[src/rtl/ic_pkg.sv]
package ic_pkg;
    localparam int IC_NUM_FLAGS = 13;

    // Flag positions within the status vector
    localparam int IC_XFER_DONE   = 0;
    localparam int IC_XFER_READY  = 1;
    localparam int IC_RD_READY    = 2;
    localparam int IC_WR_READY    = 3;
    localparam int IC_RD_EMPTY    = 4;
    localparam int IC_RD_FULL     = 5;
    localparam int IC_WR_EMPTY    = 6;
    localparam int IC_WR_FULL     = 7;
    localparam int IC_RD_UNDER    = 8;
    localparam int IC_RD_OVER     = 9;
    localparam int IC_WR_UNDER    = 10;
    localparam int IC_WR_OVER     = 11;
    localparam int IC_ADDR_MISS   = 12;

    typedef enum logic {
        IRQ_QUIET  = 1'b0,
        IRQ_RAISED = 1'b1
    } irq_state_e;
endpackage

[src/rtl/ic_edge_detect.sv]
module ic_edge_detect #(
    parameter int W = 13
) (
    input  logic         clk,
    input  logic         rst_n,
    input  logic [W-1:0] flags_i,
    output logic [W-1:0] rise_o
);
    logic [W-1:0] prev_q;

    // Previous value resets high: a flag already set at reset release is not an edge
    always_ff @(posedge clk or negedge rst_n) begin
        if (!rst_n) prev_q <= '1;
        else        prev_q <= flags_i;
    end

    for (genvar g = 0; g < W; g++) begin : g_bit
        assign rise_o[g] = flags_i[g] & ~prev_q[g];
    end
endmodule

[src/rtl/ic_cause_reg.sv]
module ic_cause_reg #(
    parameter int W = 13
) (
    input  logic         clk,
    input  logic         rst_n,
    input  logic [W-1:0] rise_i,
    input  logic         clr_we_i,
    input  logic [W-1:0] clr_bits_i,
    output logic [W-1:0] cause_d_o,
    output logic [W-1:0] cause_q_o
);
    logic [W-1:0] clear_sel;

    always_comb begin
        clear_sel = clr_we_i ? clr_bits_i : '0;
        // Set has priority over a simultaneous clear
        cause_d_o = (cause_q_o & ~clear_sel) | rise_i;
    end

    always_ff @(posedge clk or negedge rst_n) begin
        if (!rst_n) cause_q_o <= '0;
        else        cause_q_o <= cause_d_o;
    end

    AST_EDGE_LATCHES: assert property (@(posedge clk) disable iff (!rst_n)
        (rise_i != '0) |=> ((cause_q_o & $past(rise_i)) == $past(rise_i)));

    AST_SET_BEATS_CLEAR: assert property (@(posedge clk) disable iff (!rst_n)
        (clr_we_i && ((clr_bits_i & rise_i) != '0)) |=> ((cause_q_o & $past(clr_bits_i & rise_i)) != '0));

    AST_CLEAR_EMPTIES: assert property (@(posedge clk) disable iff (!rst_n)
        clr_we_i |=> ((cause_q_o & $past(clr_bits_i & ~rise_i)) == '0));

    AST_NO_SPURIOUS_SET: assert property (@(posedge clk) disable iff (!rst_n)
        1'b1 |=> ((cause_q_o & ~$past(cause_q_o) & ~$past(rise_i)) == '0));
endmodule

[src/rtl/ic_irq_ctrl.sv]
module ic_irq_ctrl
    import ic_pkg::*;
#(
    parameter int W = 13
) (
    input  logic         clk,
    input  logic         rst_n,
    input  logic         mask_we_i,
    input  logic [W-1:0] mask_wdata_i,
    input  logic [W-1:0] cause_d_i,
    input  logic [W-1:0] cause_q_i,
    output logic [W-1:0] mask_q_o,
    output logic         irq_o
);
    irq_state_e   state_q, state_d;
    logic [W-1:0] mask_d;
    logic         hit_next;

    always_comb begin
        mask_d   = mask_we_i ? mask_wdata_i : mask_q_o;
        hit_next = |(cause_d_i & mask_d);
        state_d  = state_q;
        unique case (state_q)
            IRQ_QUIET:  if (hit_next)  state_d = IRQ_RAISED;
            IRQ_RAISED: if (!hit_next) state_d = IRQ_QUIET;
            default:                   state_d = IRQ_QUIET;
        endcase
    end

    always_ff @(posedge clk or negedge rst_n) begin
        if (!rst_n) begin
            state_q  <= IRQ_QUIET;
            mask_q_o <= '0;
        end else begin
            state_q  <= state_d;
            mask_q_o <= mask_d;
        end
    end

    always_comb begin
        irq_o = (state_q == IRQ_RAISED);
    end

    AST_IRQ_MATCHES: assert property (@(posedge clk) disable iff (!rst_n)
        irq_o == (|(cause_q_i & mask_q_o)));

    AST_MASK_LOADS: assert property (@(posedge clk) disable iff (!rst_n)
        mask_we_i |=> (mask_q_o == $past(mask_wdata_i)));

    AST_UNMASK_RAISES: assert property (@(posedge clk) disable iff (!rst_n)
        (mask_we_i && ((cause_d_i & mask_wdata_i) != '0)) |=> irq_o);
endmodule

[src/rtl/edge_irq_cause_unit.sv]
module edge_irq_cause_unit
    import ic_pkg::*;
#(
    parameter int NUM_FLAGS = IC_NUM_FLAGS
) (
    input  logic                 clk,
    input  logic                 rst_n,
    input  logic [NUM_FLAGS-1:0] status_i,
    input  logic                 mask_we,
    input  logic [NUM_FLAGS-1:0] mask_wdata,
    input  logic                 cause_clr_we,
    input  logic [NUM_FLAGS-1:0] cause_clr_bits,
    output logic [NUM_FLAGS-1:0] cause_o,
    output logic [NUM_FLAGS-1:0] mask_o,
    output logic                 irq_o
);
    logic [NUM_FLAGS-1:0] rise;
    logic [NUM_FLAGS-1:0] cause_next;

    ic_edge_detect #(.W(NUM_FLAGS)) u_edge (
        .clk     (clk),
        .rst_n   (rst_n),
        .flags_i (status_i),
        .rise_o  (rise)
    );

    ic_cause_reg #(.W(NUM_FLAGS)) u_cause (
        .clk        (clk),
        .rst_n      (rst_n),
        .rise_i     (rise),
        .clr_we_i   (cause_clr_we),
        .clr_bits_i (cause_clr_bits),
        .cause_d_o  (cause_next),
        .cause_q_o  (cause_o)
    );

    ic_irq_ctrl #(.W(NUM_FLAGS)) u_irq (
        .clk          (clk),
        .rst_n        (rst_n),
        .mask_we_i    (mask_we),
        .mask_wdata_i (mask_wdata),
        .cause_d_i    (cause_next),
        .cause_q_i    (cause_o),
        .mask_q_o     (mask_o),
        .irq_o        (irq_o)
    );

    AST_FLAG_HELD_NO_SET: assert property (@(posedge clk) disable iff (!rst_n)
        (cause_clr_we && $stable(status_i)) |=> ((cause_o & $past(cause_clr_bits)) == '0));
endmodule

[config.mk]
export PLATFORM = sky130hd
export DESIGN_NAME = edge_irq_cause_unit
export DESIGN_NICKNAME = d
export VERILOG_FILES = /design/src/rtl/ic_pkg.sv /design/src/rtl/ic_edge_detect.sv /design/src/rtl/ic_cause_reg.sv /design/src/rtl/ic_irq_ctrl.sv /design/src/rtl/edge_irq_cause_unit.sv
export SDC_FILE = /design/constraint.sdc
export NUM_CORES = 1
export LEC_CHECK = 0
export ABC_AREA = 0
export BUFFER_PORTS_ARGS = -buffer_cell sky130_fd_sc_hd__buf_2
export CORE_MARGIN = 4
export CORE_UTILIZATION = 45
export CTS_CLUSTER_SIZE = 10
export DETAILED_ROUTE_END_ITERATION = 12
export GPL_TIMING_DRIVEN = 1
export PLACE_DENSITY = 0.77
export SLEW_MARGIN = 5
export SYNTH_ARGS = -nofsm -noshare
export SYNTH_HDL_FRONTEND = slang
export SYNTH_SLANG_ARGS = --single-unit
[constraint.sdc]
create_clock -name clk -period 1.6 [get_ports clk]
set_clock_uncertainty 0.05 [all_clocks]
set_input_delay 0.32 -clock clk [delete_from_list [all_inputs] [get_ports clk]]
set_output_delay 0.32 -clock clk [all_outputs]
set_load 0.02 [all_outputs]
## Word level (Yosys, flattened, before mapping)

Cells that the tools add are included.

| cells by class | value |
|---|---|
| muxes and demuxes | 3 |
| bitwise operators | 30 |
| reduce and logical (&&, ||, !) cells | 1 |

Operator list:

| cell | count |
|---|---|
| $and A13 B13 Y13 | 2 |
| $mux W13 | 2 |
| $and A1 B1 Y1 | 13 |
| $not A1 Y1 | 13 |
| $not A13 Y13 | 1 |
| $or A13 B13 Y13 | 1 |
| $reduce_or A13 Y1 | 1 |
| $mux W1 | 1 |

| word-level totals | value |
|---|---|
| register bits after elaboration | 40 |

## Longest topological paths before layout

| logic depth | value |
|---|---|
| depth after elaboration | 7 |
| depth in mapped cells | 6 |
| mapped depth without buffers | 5 |

## By module

From an unflattened synthesis, not the netlist that was laid out.

| second synthesis, totals | value |
|---|---|
| cell total of the unflattened synthesis | 102 |
| area, all modules | 1,575.3 um^2 |

By module, submodules not included:

| module | instances | seq. area each (um^2) | cells each | area an instance (um^2) |
|---|---|---|---|---|
| ic_irq_ctrl | 1 | 350.3 | 36 | 571.8 |
| ic_edge_detect | 1 | 341.6 | 26 | 520.5 |
| ic_cause_reg | 1 | 325.3 | 40 | 483.0 |

## Worst setup path before layout

No wires, ideal clock.

| timing | value |
|---|---|
| kind | reg2reg |
| start | reg u_irq.mask_q_o[11] |
| end | reg u_irq.state_q, in the netlist u_irq.irq_o |
| clock period less this slack | 1.375 ns |
| cell stages (with the launch flop) | 6 |
| setup time | 0.143 ns |
| arrival time | 1.182 ns |
| slack | 0.225 ns |
| data required time | 1.407 ns |
| cells stage by stage | dfrtp_1 > mux2_2 > o21ai_1 > nand4_2 > a221oi_2 > nand4_1 |

| on the way | value |
|---|---|
| longest elaborated chain between the ends | 4 |

RTL lines:

| what | line | source |
|---|---|---|
| start, declared | ic_irq_ctrl.sv:12 | `output logic [W-1:0] mask_q_o,` |
| start signal, assigned | ic_irq_ctrl.sv:36 | `mask_q_o <= mask_d;` |
| $mux W13 | ic_irq_ctrl.sv:20 | `mask_d = mask_we_i ? mask_wdata_i : mask_q_o;` |
| named net u_irq.mask_d[11] | ic_irq_ctrl.sv:16 | `logic [W-1:0] mask_d;` |
| $and A13 B13 Y13 | ic_irq_ctrl.sv:21 | `hit_next = \|(cause_d_i & mask_d);` |
| $reduce_or A13 Y1 | ic_irq_ctrl.sv:21 |  |
| named net u_irq.hit_next | ic_irq_ctrl.sv:17 | `logic hit_next;` |
| $mux W1 | ic_irq_ctrl.sv:24, ic_irq_ctrl.sv:25 |  |
| end signal, assigned | ic_irq_ctrl.sv:35 | `state_q <= state_d;` |
| end, declared | ic_irq_ctrl.sv:15 | `irq_state_e state_q, state_d;` |

The timed path passes the listed nets, and every way through them passes these cells.

## Worst setup path after layout

| timing | value |
|---|---|
| start | in status_i[3] |
| end | reg u_irq.state_q, in the netlist u_irq.irq_o |

| on the way | value |
|---|---|
| longest elaborated chain between the ends | 5 |

RTL lines:

| what | line | source |
|---|---|---|
| start, declared | edge_irq_cause_unit.sv:8 | `input logic [NUM_FLAGS-1:0] status_i,` |
| $and A1 B1 Y1 | ic_edge_detect.sv:18 | `assign rise_o[g] = flags_i[g] & ~prev_q[g];` |
| $or A13 B13 Y13 | ic_cause_reg.sv:17 | `cause_d_o = (cause_q_o & ~clear_sel) \| rise_i;` |
| $and A13 B13 Y13 | ic_irq_ctrl.sv:21 |  |
| $reduce_or A13 Y1 | ic_irq_ctrl.sv:21 |  |
| named net u_irq.hit_next | ic_irq_ctrl.sv:17 |  |
| $mux W1 | ic_irq_ctrl.sv:24, ic_irq_ctrl.sv:25 |  |

The timed path passes the listed nets, and every way through them passes these cells.

==> flow_summary.toml <==
[timing]
finalMaxSlewViolations = 0
setup_viol = 0
rsz0062_at_grt = "no"
max_clock_freq_mhz = 671
worst_pin_slew_ns = 0.468
fin_tns_setup_ns = 0
finalCritPeriodShare_pct = 93.1
slew-limit-headroom_pct = 68.8
hold_viol_final = 0
min_period_ns = 1.49

[worst_setup_path]
endpoint_kind = "flop"
cp-startpoint = "status_i[3]"
cp_cell_sequence = "dlygate4sd3_1, buf_2, nor2b_1, o21ai_2, nand4_2, a221oi_2, nand4_1"
r2r_slack_ns = 0.26
crit_family = "buffers and inverters"
crit_arrival_ns = 1.66
rr_worst_depth = 5
timing.rr.start = "u_irq.mask_q_o[12]$_DFF_PN0_"
critPathSlowestCell = "dlygate4sd3_1"
start_kind = "input port"
crit_type = "in -> reg"
crit_path_max_incr_delay_ns = 0.54
reg2reg_to = "u_irq.irq_o$_DFF_PN0_"
cp.buffers_inverters = 2
cp_max_fo = 2
critPathRequiredTime_ns = 1.77

[pwr]
p_leak_nw = 1.05
power_mw = 2.15
ir_worst_vdd_mv = 0.624
power_density_nw_per_um2 = 1010

[cts]
clock_latency_ns = 0.33
cts_hold_buf = 1
clkTransAtPathRegs_ns = 0.12
cts.repair.resized = 0
cts_buffers = 5
cts_setup_buffers = 0
cts_tree = "done"
cts-root-buf = "clkbuf_4"
clock_sinks = 40
cts.path.max_buffers = 2
htree_levels = 2

[placement]
place.port_buffers = 69
dp_cells = 227
place_congestion = 0.733
hpwl_um = 2620

[global_routing]
first_global_vias = 1188
grt_pass1_wl_um = 5500
grt_overflow = 0
grt_util_all_layers_pct = 16.9
antenna_found_initial = 0
grt_max_degree = 22

[logic_synthesis]
synth.area.top_cells = "dfrtp_1 (45%), dfstp_2 (23%), mux2_2 (7.5%), nand2_1 (4.5%), o21ai_1 (3.3%)"
synth_seq_cells = 40
async_flop_share_pct = 100
synth_commonest_cells = "dfrtp_1 (27), nand2_1 (18), dfstp_2 (13)"
synth_ff_type = "dfrtp_1"
yosysTopAreaCell = "dfrtp_1"
ys_seq_area_share_pct = 67.3
yosys_warnings = 0
yosysMostFrequentCell = "dfrtp_1"
synth_top_area_share_pct = 44.7
synthesis.nets = 156
syn_inst = 113
syn_avg_cell_area_sq_um = 13.4
syn_area_sq_um = 1510
synth_cell_types = 19
synth_edf_count = 0

[cells_and_area]
nNetsFinal = 244
drive_gt1_share_pct = 55.0
layoutNonFillerInstCount = 246
post-route-util_pct = 67.8
syn2layout_area_growth_pct = 40.4
antenna_cells = 0

[run_status]
status = "complete, no violations"

[floorplan]
io-pin-count = 70
num_rows = 20
die_h_um = 66.0
core_sq_um = 3130
fp.dieW_um = 66.0
dieArea_sq_um = 4350
initial_core_util_pct = 48.3

[flow_run]
drv_cap = 0

[drt]
drt_iter0_drc = 34
final_antenna_net_count = 0
drc = 0
vias = 1141
drt_first_pass_iters = 4
routed_wl_um = 3370
wire_per_inst_um = 13.7
via_per_inst = 4.64

[hold_path]
holdPathStages = 1
hold_path.class = "in -> reg"
hp-start = "status_i[2]"
hold-path-endpoint = "u_edge.prev_q[2]$_DFF_PN1_"
## report_power, final
group / leakage, nW / internal (mW) / switching (mW)
clock network: 0.0386 / 0.259 / 0.295
registers: 0.444 / 1.11 / 0.0399
logic: 0.563 / 0.195 / 0.248
## through the flow
step | setup slack, ns | hold slack [ns] | cell area, sq um
3_3_place_gp | 0.0570 | 0.240 | 1940
5_1_grt | 0.00844 | 0.00605 | 2120
2_1_floorplan | 0.225 | -0.0256 | 1510
6_report | 0.111 | 0.0339 | 2120
3_5_place_dp | 0.00289 | 0.248 | 1940
4_1_cts | 0.256 | 0.00506 | 2020
## cell type report
class	instances	area (sq um)
fill	249	1010
inverter	9	33.8
sequential	40	1020
timing repair buffer	83	503
tap	44	55.1
clock buffer	8	68.8
multi-input combinational	62	444
## worst reg2reg max path, cell delays in order, from the launching register on
cell	delay, ns
dfrtp_1	0.41
mux2_2	0.30
o21ai_2	0.07
nand4_2	0.11
a221oi_2	0.18
nand4_1	0.11
## kinds of logic (layout without fill, tap and decap cells)
kind of cell	Yosys count	count (layout)	synth area share [%]
buffers and inverters	11	100	3.31
DFF	40	40	67.3
AOI/OAI and AO/OA	21	21	9.93
and+or+nand+nor	28	28	9.02
muxes	13	13	10.4
## per-layer routing
layer  wire length (um)  GRT usage [%]  vias up
li1                   -              -      552
met1               1360           19.7      531
met2               1600           27.8       52
met3                362           7.82        6
met4                 40           5.33        0
met5                  0              0        -
## how the worst max path moves through the flow
| stage | cells past startpoint | to | slack [ns] |
|---|---|---|---|
| 2_1_floorplan | 5 | u_irq.irq_o$_DFF_PN0_ | 0.22 |
| 3_3_place_gp | 5 | u_irq.irq_o$_DFF_PN0_ | 0.06 |
| 3_5_place_dp | 5 | u_irq.irq_o$_DFF_PN0_ | 0.003 |
| 4_1_cts | 5 | u_irq.irq_o$_DFF_PN0_ | 0.26 |
| 5_1_grt | 7 | u_irq.irq_o$_DFF_PN0_ | 0.008 |
| 6_report | 7 | u_irq.irq_o$_DFF_PN0_ | 0.11 |
## cell usage in the layout, fill, tap and decap left out, drive strengths merged
master       synthesis  layout
buf                  2      72
dfrtp               27      27
nand2               18      18
dfstp               13      13
mux2                13      13
o21ai               13      13
dlygate4sd3          0      11
inv                  9       9
clkbuf               0       8
nor2b                4       4
or2                  4       4
a21boi               4       4
a22oi                2       2
nand4                2       2
a222oi               1       1
a221oi               1       1
## registers in the layout, indices dropped and copies added, names as in the netlist
name and count:
u_cause.cause_q_o 13, u_edge.prev_q 13, u_irq.mask_q_o 13, u_irq.irq_o 1
No activity file was read; power rests on OpenSTA's default activity.
